==> src/rtl/llmon_pkg.sv <==
package llmon_pkg;
  typedef enum logic [1:0] {
    KIND_READ  = 2'd0,
    KIND_LL    = 2'd1,
    KIND_STORE = 2'd2,
    KIND_SC    = 2'd3
  } req_kind_e;
endpackage

==> src/rtl/resv_slot.sv <==
// One reservation slot: armed flag plus granule tag.
module resv_slot #(
  parameter int TAG_W = 26
) (
  input  logic             clk,
  input  logic             rst_n,
  input  logic             set_en,
  input  logic             clr_en,
  input  logic [TAG_W-1:0] req_tag,
  output logic             held,
  output logic             tag_hit
);
  logic [TAG_W-1:0] tag_q;

  assign tag_hit = held && (tag_q == req_tag);

  always_ff @(posedge clk) begin
    if (!rst_n) begin
      held  <= 1'b0;
      tag_q <= '0;
    end else if (set_en) begin
      held  <= 1'b1;
      tag_q <= req_tag;
    end else if (clr_en && tag_hit) begin
      held <= 1'b0;
    end
  end

  // arming always leaves the slot armed
  p_arm_holds_r3: assert property (@(posedge clk) disable iff (!rst_n)
    set_en |=> held);
  // a commit on a matching tag disarms the slot
  p_commit_drops_r6: assert property (@(posedge clk) disable iff (!rst_n)
    (clr_en && tag_hit) |=> !held);
  // arm and commit-clear never coincide on a slot
  p_set_clr_excl_r6: assert property (@(posedge clk) disable iff (!rst_n)
    !(set_en && clr_en));
endmodule

==> src/rtl/commit_decide.sv <==
// Decides store permission, store-conditional outcome and slot updates.
module commit_decide
  import llmon_pkg::*;
#(
  parameter int N_CTX = 4,
  parameter int CTX_W = 2
) (
  input  logic             accept,
  input  req_kind_e        kind,
  input  logic [CTX_W-1:0] ctx,
  input  logic [N_CTX-1:0] hit_vec,
  output logic [N_CTX-1:0] set_vec,
  output logic             clr_all,
  output logic             store_ok,
  output logic             sc_pass
);
  logic own_hit;

  assign own_hit  = hit_vec[ctx];
  assign sc_pass  = (kind == KIND_SC) && own_hit;
  assign store_ok = (kind == KIND_STORE) || sc_pass;
  assign clr_all  = accept && store_ok;

  for (genvar g = 0; g < N_CTX; g++) begin : g_set
    assign set_vec[g] = accept && (kind == KIND_LL) && (ctx == CTX_W'(g));
  end
endmodule

==> src/rtl/ll_resv_monitor.sv <==
module ll_resv_monitor
  import llmon_pkg::*;
#(
  parameter int N_CTX     = 4,
  parameter int CTX_W     = (N_CTX > 1) ? $clog2(N_CTX) : 1,
  parameter int ADDR_W    = 32,
  parameter int GRAN_BITS = 6
) (
  input  logic              clk,
  input  logic              rst_n,
  input  logic              req_valid,
  output logic              req_ready,
  input  logic [CTX_W-1:0]  req_ctx,
  input  logic [ADDR_W-1:0] req_addr,
  input  logic [1:0]        req_kind,
  output logic              rsp_valid,
  input  logic              rsp_ready,
  output logic              rsp_store_ok,
  output logic              rsp_sc_pass
);
  localparam int TAG_W = ADDR_W - GRAN_BITS;

  req_kind_e        kind;
  logic             accept;
  logic [TAG_W-1:0] req_tag;
  logic [N_CTX-1:0] hit_vec, held_vec, set_vec;
  logic             clr_all, store_ok, sc_pass;

  assign kind      = req_kind_e'(req_kind);
  assign req_tag   = req_addr[ADDR_W-1:GRAN_BITS];
  assign req_ready = !rsp_valid || rsp_ready;
  assign accept    = req_valid && req_ready;

  for (genvar g = 0; g < N_CTX; g++) begin : g_slot
    resv_slot #(.TAG_W(TAG_W)) u_slot (
      .clk     (clk),
      .rst_n   (rst_n),
      .set_en  (set_vec[g]),
      .clr_en  (clr_all),
      .req_tag (req_tag),
      .held    (held_vec[g]),
      .tag_hit (hit_vec[g])
    );
  end

  commit_decide #(.N_CTX(N_CTX), .CTX_W(CTX_W)) u_decide (
    .accept   (accept),
    .kind     (kind),
    .ctx      (req_ctx),
    .hit_vec  (hit_vec),
    .set_vec  (set_vec),
    .clr_all  (clr_all),
    .store_ok (store_ok),
    .sc_pass  (sc_pass)
  );

  always_ff @(posedge clk) begin
    if (!rst_n) begin
      rsp_valid    <= 1'b0;
      rsp_store_ok <= 1'b0;
      rsp_sc_pass  <= 1'b0;
    end else if (req_ready) begin
      rsp_valid <= accept;
      if (accept) begin
        rsp_store_ok <= store_ok;
        rsp_sc_pass  <= sc_pass;
      end
    end
  end

  // result one cycle after acceptance
  p_latency_r10: assert property (@(posedge clk) disable iff (!rst_n)
    accept |=> rsp_valid);
  // stalled result holds and blocks new requests
  p_hold_r11: assert property (@(posedge clk) disable iff (!rst_n)
    (rsp_valid && !rsp_ready) |=> (rsp_valid && $stable(rsp_store_ok) && $stable(rsp_sc_pass)));
  // a pass always carries store permission
  p_pass_ok_r4: assert property (@(posedge clk) disable iff (!rst_n)
    (rsp_valid && rsp_sc_pass) |-> rsp_store_ok);
  // plain store result
  p_plain_store_r5: assert property (@(posedge clk) disable iff (!rst_n)
    (accept && kind == KIND_STORE) |=> (rsp_store_ok && !rsp_sc_pass));
  // failing store-conditional leaves all slots alone
  p_fail_keep_r7: assert property (@(posedge clk) disable iff (!rst_n)
    (accept && kind == KIND_SC && !sc_pass) |=> $stable(held_vec));
  // plain read leaves all slots alone and forbids the store
  p_read_inert_r9: assert property (@(posedge clk) disable iff (!rst_n)
    (accept && kind == KIND_READ) |=> ($stable(held_vec) && !rsp_store_ok));
  // at most one slot armed per request
  p_one_arm_r3: assert property (@(posedge clk) disable iff (!rst_n)
    $onehot0(set_vec));
endmodule

==> config.mk <==
export PLATFORM = sky130hd
export DESIGN_NAME = ll_resv_monitor
export DESIGN_NICKNAME = d
export VERILOG_FILES = /design/src/rtl/llmon_pkg.sv /design/src/rtl/resv_slot.sv /design/src/rtl/commit_decide.sv /design/src/rtl/ll_resv_monitor.sv
export SDC_FILE = /design/constraint.sdc
export NUM_CORES = 1
export LEC_CHECK = 0
export BUFFER_PORTS_ARGS = -buffer_cell sky130_fd_sc_hd__buf_2
export CORE_AREA = 2 2 97 123
export DETAILED_ROUTE_END_ITERATION = 10
export DIE_AREA = 0 0 99 125
export PLACE_DENSITY = 0.75
export SLEW_MARGIN = 20
export SYNTH_ARGS = -nofsm -noshare
export SYNTH_HDL_FRONTEND = slang
export SYNTH_HIERARCHICAL = 1
export SYNTH_SLANG_ARGS = --single-unit
==> constraint.sdc <==
create_clock -name clk -period 3.3 [get_ports clk]
set_input_delay 0 -clock clk [delete_from_list [all_inputs] [get_ports clk]]
set_output_delay 0 -clock clk [all_outputs]
set_load 0.005 [all_outputs]
* Yosys cells after proc, flatten, opt, wreduce, memory -nomap -nowiden *
Index checks and enable logic that the tools add are counted.

storage, ports and cells
  register bits = 111
  bits of input ports = 40
  output and inout port bits = 4
  logic and storage cells = 57

operators by class
  magnitude comparators = 1
  eq/ne operators = 10
  muxes and demuxes = 10
  reductions and logical operators = 25

operators by type and width
  kind                  number
  $eq A26 B26 Y1        4
  $logic_and A1 B1 Y1   16
  $mux W1               9
  $eq A2 B2 Y1 const B  4
  $reduce_bool A2 Y1    4
  $eq A2 B1 Y1 const B  2
  $lt A2 B3 Y1 const B  1
  $bmux W1 S2           1
  $logic_not A2 Y1      1
  $logic_or A1 B1 Y1    2
  $reduce_and A2 Y1     1
  $logic_not A1 Y1      1

* Logic depth before layout (Yosys ltp) *
  word-level depth = 10
  mapped depth = 8
  mapped depth without buffers = 8

* By module *
The synthesis kept the hierarchy.

modules (own cells, without submodules)
  module           instances  cells each  area an instance (µm²)  sequential area each (µm²)
  resv_slot        4          124         1322.5                  540.5
  ll_resv_monitor  1          13          131.4                   60.1
  commit_decide    1          12          86.3                    0.0

* Worst setup path after synthesis *
OpenSTA, ideal clock, no wires.

  path type = register -> register
  from = register g_slot[1].u_slot.tag_q[10]
  to = register g_slot[0].u_slot.held
  library setup time = 0.120 ns
  arrival time = 1.714 ns
  data required time = 3.180 ns
  path slack = 1.467 ns
  cell stages (with the launch flop) = 9
  buffers on the path = 0
  period minus slack after synthesis = 1.833 ns
  cells stage by stage = dfxtp_1 > xor2_1 > nor4_1 > nand4_1 > nor2_1 > mux4_2 > o211a_1 > nand2b_1 > o31a_1

on the way
  cells in the longest elaborated chain, start to end = 9

ends and longest elaborated chain
  element                        RTL line               source
  start, declared                resv_slot.sv:13        logic [TAG_W-1:0] tag_q;
  start signal, assigned         resv_slot.sv:23        tag_q <= req_tag;
  $eq A26 B26 Y1                 resv_slot.sv:15        assign tag_hit = held && (tag_q == req_tag);
  $logic_and A1 B1 Y1            resv_slot.sv:15
  named net hit_vec[1]           ll_resv_monitor.sv:26  logic [N_CTX-1:0] hit_vec, held_vec, set_vec;
  $bmux W1 S2                    commit_decide.sv:19    assign own_hit = hit_vec[ctx];
  $mux W1 (not written as such)  commit_decide.sv:19
  $logic_and A1 B1 Y1            commit_decide.sv:20    assign sc_pass = (kind == KIND_SC) && own_hit;
  $logic_or A1 B1 Y1             commit_decide.sv:21    assign store_ok = (kind == KIND_STORE) || sc_pass;
  $logic_and A1 B1 Y1            commit_decide.sv:22    assign clr_all = accept && store_ok;
  named net clr_all              ll_resv_monitor.sv:27  logic clr_all, store_ok, sc_pass;
  $logic_and A1 B1 Y1            resv_slot.sv:24        end else if (clr_en && tag_hit) begin
  $reduce_bool A2 Y1 (no line)   n/a
  end signal, assigned           resv_slot.sv:19        held <= 1'b0;
  end signal, assigned           resv_slot.sv:22        held <= 1'b1;
  end signal, assigned           resv_slot.sv:25        held <= 1'b0;
  end, declared                  resv_slot.sv:10        output logic held,

The timed path passes the listed nets, and every way through them passes these cells. The select of a mux whose other input is x is not followed.
A chain may end at the register's enable or synchronous reset.

* Worst setup path after layout *
  from = register g_slot[0].u_slot.tag_q[25]
  to = register g_slot[2].u_slot.held

on the way
  cells in the longest elaborated chain, start to end = 9

ends and longest elaborated chain
  element                        RTL line
  start, declared                resv_slot.sv:13
  start signal, assigned         resv_slot.sv:23
  $eq A26 B26 Y1                 resv_slot.sv:15
  $logic_and A1 B1 Y1            resv_slot.sv:15
  named net hit_vec[0]           ll_resv_monitor.sv:26
  $bmux W1 S2                    commit_decide.sv:19
  $mux W1 (not written as such)  commit_decide.sv:19
  $logic_and A1 B1 Y1            commit_decide.sv:20
  $logic_or A1 B1 Y1             commit_decide.sv:21
  $logic_and A1 B1 Y1            commit_decide.sv:22
  named net clr_all              ll_resv_monitor.sv:27
  $logic_and A1 B1 Y1            resv_slot.sv:24
  $reduce_bool A2 Y1 (no line)   n/a
  end signal, assigned           resv_slot.sv:19
  end signal, assigned           resv_slot.sv:22
  end signal, assigned           resv_slot.sv:25
  end, declared                  resv_slot.sv:10

The timed path passes the listed nets, and every way through them passes these cells. The select of a mux whose other input is x is not followed.

==> flow_metrics.env <==
export IMPL_period_share_pct=72.1
export IMPL_dp_hpwl_mm=7.27
export IMPL_grt_max_degree=70
export IMPL_place_gp_congestion=0.776
export IMPL_p_clk_share_pct=41.2
export IMPL_hold_viol=0
export IMPL_clk_pin_slew_ns=0.07
export IMPL_fmax_mhz=420
export IMPL_finClkSkew_ns=0.00869
export IMPL_final_cell_area_sq_um=6190
export IMPL_start_util_pct=48.8
export IMPL_switching_share_pct=22.6
export IMPL_cp_max_fo=4
export IMPL_drt_total_wl_mm=10.4
export IMPL_vdd_drop_max_v=0.000254
export IMPL_pre_cts_ws_ns=0.970
export IMPL_postSynthCellCount=521
export IMPL_yosysTopAreaCell="dfxtp_1"
export IMPL_synth_top_area_share_pct=40.3
export IMPL_cts_inserted_buffers=9
export IMPL_synth_seq_cells=111
export IMPL_maxCapViolations=0
export IMPL_row_count=44
export IMPL_multi_input_area_sq_um=3190
export IMPL_final_nets=601
export IMPL_antenna_found_initial=0
export IMPL_drive_gt1_share_pct=14.5
export IMPL_layout_commonest_cell="dfxtp_1"
export IMPL_numPortBuffers=37
export IMPL_worstSkewPairLatency_ns=0.35
export IMPL_wire_per_inst_um=14.8
export IMPL_pwr_share_comb_pct=8.7
export IMPL_coreArea_sq_um=11300
export IMPL_nFillCells=1003
export IMPL_pin_count=44
export IMPL_cts_root_buf="clkbuf_16"
export IMPL_crit_type="register to register"
export IMPL_slew_violations=0
export IMPL_maxSlewHeadroom_pct=34.2
export IMPL_hold_class="input port to register"
export IMPL_ys_types=24
export IMPL_start_kind="register"
export IMPL_async_flop_share_pct=0
export IMPL_synth_enable_flop_cells=0
export IMPL_endpoint_kind="register"
export IMPL_fin_crit_ns=2.38
export IMPL_ys_warnings_count=6
export IMPL_syn_area_sq_um=5510
export IMPL_powerDensity_nw_per_um2=440
export IMPL_first_pass_iters=4
export IMPL_max_slew_worst_pin_slew_ns=0.988
export IMPL_p_sw_uw=615
export IMPL_clockBufferDepth=2
export IMPL_drt_iter0_drc=98
export IMPL_via_per_inst=5.15
export IMPL_drtAntennaViolNets=0
export IMPL_postCtsSetupBuffers=0
export IMPL_avgSynthCellArea_sq_um=10.6
export IMPL_dieArea_sq_um=12400
export IMPL_cts_tree="done"
export IMPL_die_h_um=125
export IMPL_synthTopCellsByArea="dfxtp_1 (40%), mux2i_1 (19%), xor2_1 (17%)"
export IMPL_rsz0062_at_grt="no"
export IMPL_seq_power_share_pct=50.2
export IMPL_drcViolationCount=0
export IMPL_final_util_pct=54.8
export IMPL_antenna_cells=0
export IMPL_grt_overflow=0
export IMPL_finalSetupTns_ns=0
export IMPL_regArea_sq_um=2220
export IMPL_syn2layout_area_growth_pct=12.3
export IMPL_die_w_um=99
export IMPL_synth_ff_type="dfxtp_1"
export IMPL_intPower_uw=2110
export IMPL_synth_nets=561
export IMPL_dr_total_vias=3627
export IMPL_grt_pass1_vias=3618
export IMPL_arrival_ns=2.62
export IMPL_fin_total_pwr_uw=2720
export IMPL_setup_viol=0
export IMPL_final_cell_mix="dfxtp_1 (111), xor2_1 (104), mux2i_1 (104), nor2b_1 (104), buf_2 (37)"
export IMPL_required_ns=3.54
export IMPL_place_area_sq_um=5860
export IMPL_htreeDepth=3
export IMPL_clkSinkCount=111
export IMPL_yosysSeqAreaShare_pct=40.3
export IMPL_grt_use_total_pct=17.7
export IMPL_status="completed"
export IMPL_layout_setup_ws_ns=0.921
export IMPL_p_leak_uw=0.00231
export IMPL_grt_pass1_wl_mm=17.5
[stage by stage]
step / cells / hold slack [ns]
after floorplan: 521 / 0.114
after global placement: 686 / 0.286
after detailed placement: 686 / 0.288
after CTS: 704 / 0.0443
after global routing: 704 / 0.0583
final: 704 / 0.0451
[critical path, cell delays in order, from the launching register on]
cell      delay [ns]
dfxtp_1         0.32
xor2_1          0.17
nor4_1          0.54
nand4_1         0.17
nor2_1          0.13
mux4_2          0.29
o211a_1         0.27
nand2b_1        0.09
o31a_1          0.28
[Yosys cell counts (5+ instances only)]
master      n
xor2_1    104
nor2_1      8
dfxtp_1   111
nor2b_1   104
clkbuf_1    8
buf_4       8
nor4_1     16
nand4_1    10
o21a_1      5
mux2i_1   104
nor4_2     12
[layout make-up]
class,instances,share of cell area (%)
clock buffers,14,4.43
inverters,4,0.243
flip-flops and latches,111,35.9
repair buffers,49,4.53
well taps,138,2.79
clock inverters,2,0.607
multi-input cells,386,51.5
[cell families (layout without fill, tap and decap cells)]
logic type / count (synthesis) / count (layout) / share of synthesized area (%)
xor gates and xnor gates: 104 / 104 / 16.5
buffers and inverters: 24 / 69 / 2.27
muxes: 105 / 105 / 19.3
and+or+nand+nor: 164 / 164 / 19.6
AOI/OAI and AO/OA: 13 / 13 / 1.95
DFF: 111 / 111 / 40.3
[per-layer routing]
metal  track usage, %  part of all wire (%)
met1             22.3                    47
met2             30.0                    49
met3             3.47                   2.3
met4             6.04                   1.7
met5                0                     0
[state kept, by name, summed over array words and instances, names as in the netlist]
name                 flops
g_slot.u_slot/held       4
g_slot.u_slot/tag_q    104
rsp_sc_pass              1
rsp_store_ok             1
rsp_valid                1
[worst paths after layout]
| path | start | to | slack [ns] | cells past startpoint |
|---|---|---|---|---|
| setup reg to reg | g_slot[0].u_slot/tag_q[25]$_SDFFE_PN0P_ | g_slot[2].u_slot/held$_SDFFE_PN0P_ | 0.92 | 8 |
| hold / removal | req_addr[30] | g_slot[1].u_slot/tag_q[24]$_SDFFE_PN0P_ | 0.05 | 3 |
| setup / recovery | g_slot[0].u_slot/tag_q[25]$_SDFFE_PN0P_ | g_slot[2].u_slot/held$_SDFFE_PN0P_ | 0.92 | 8 |
| hold reg to reg | rsp_sc_pass$_SDFFE_PN0P_ | rsp_sc_pass$_SDFFE_PN0P_ | 0.46 | 2 |
[power groups by stage]
stage | clock network (uW) | logic, uW | registers [uW]
2_1_floorplan | 0 | 137 | 1400
3_3_place_gp | 0 | 229 | 1400
3_5_place_dp | 0 | 234 | 1400
4_1_cts | 1140 | 238 | 1370
5_1_grt | 1200 | 261 | 1370
6_report | 1120 | 236 | 1370
[repair_timing]
| item | CTS | global route |
|---|---|---|
| endpoints found under the hold margin | 3 | 0 |
| resized for setup | 0 | 0 |
| setup endpoints to repair | 0 | 0 |
| hold buffers | 2 | 0 |
Power figures use the tool's default switching activity.
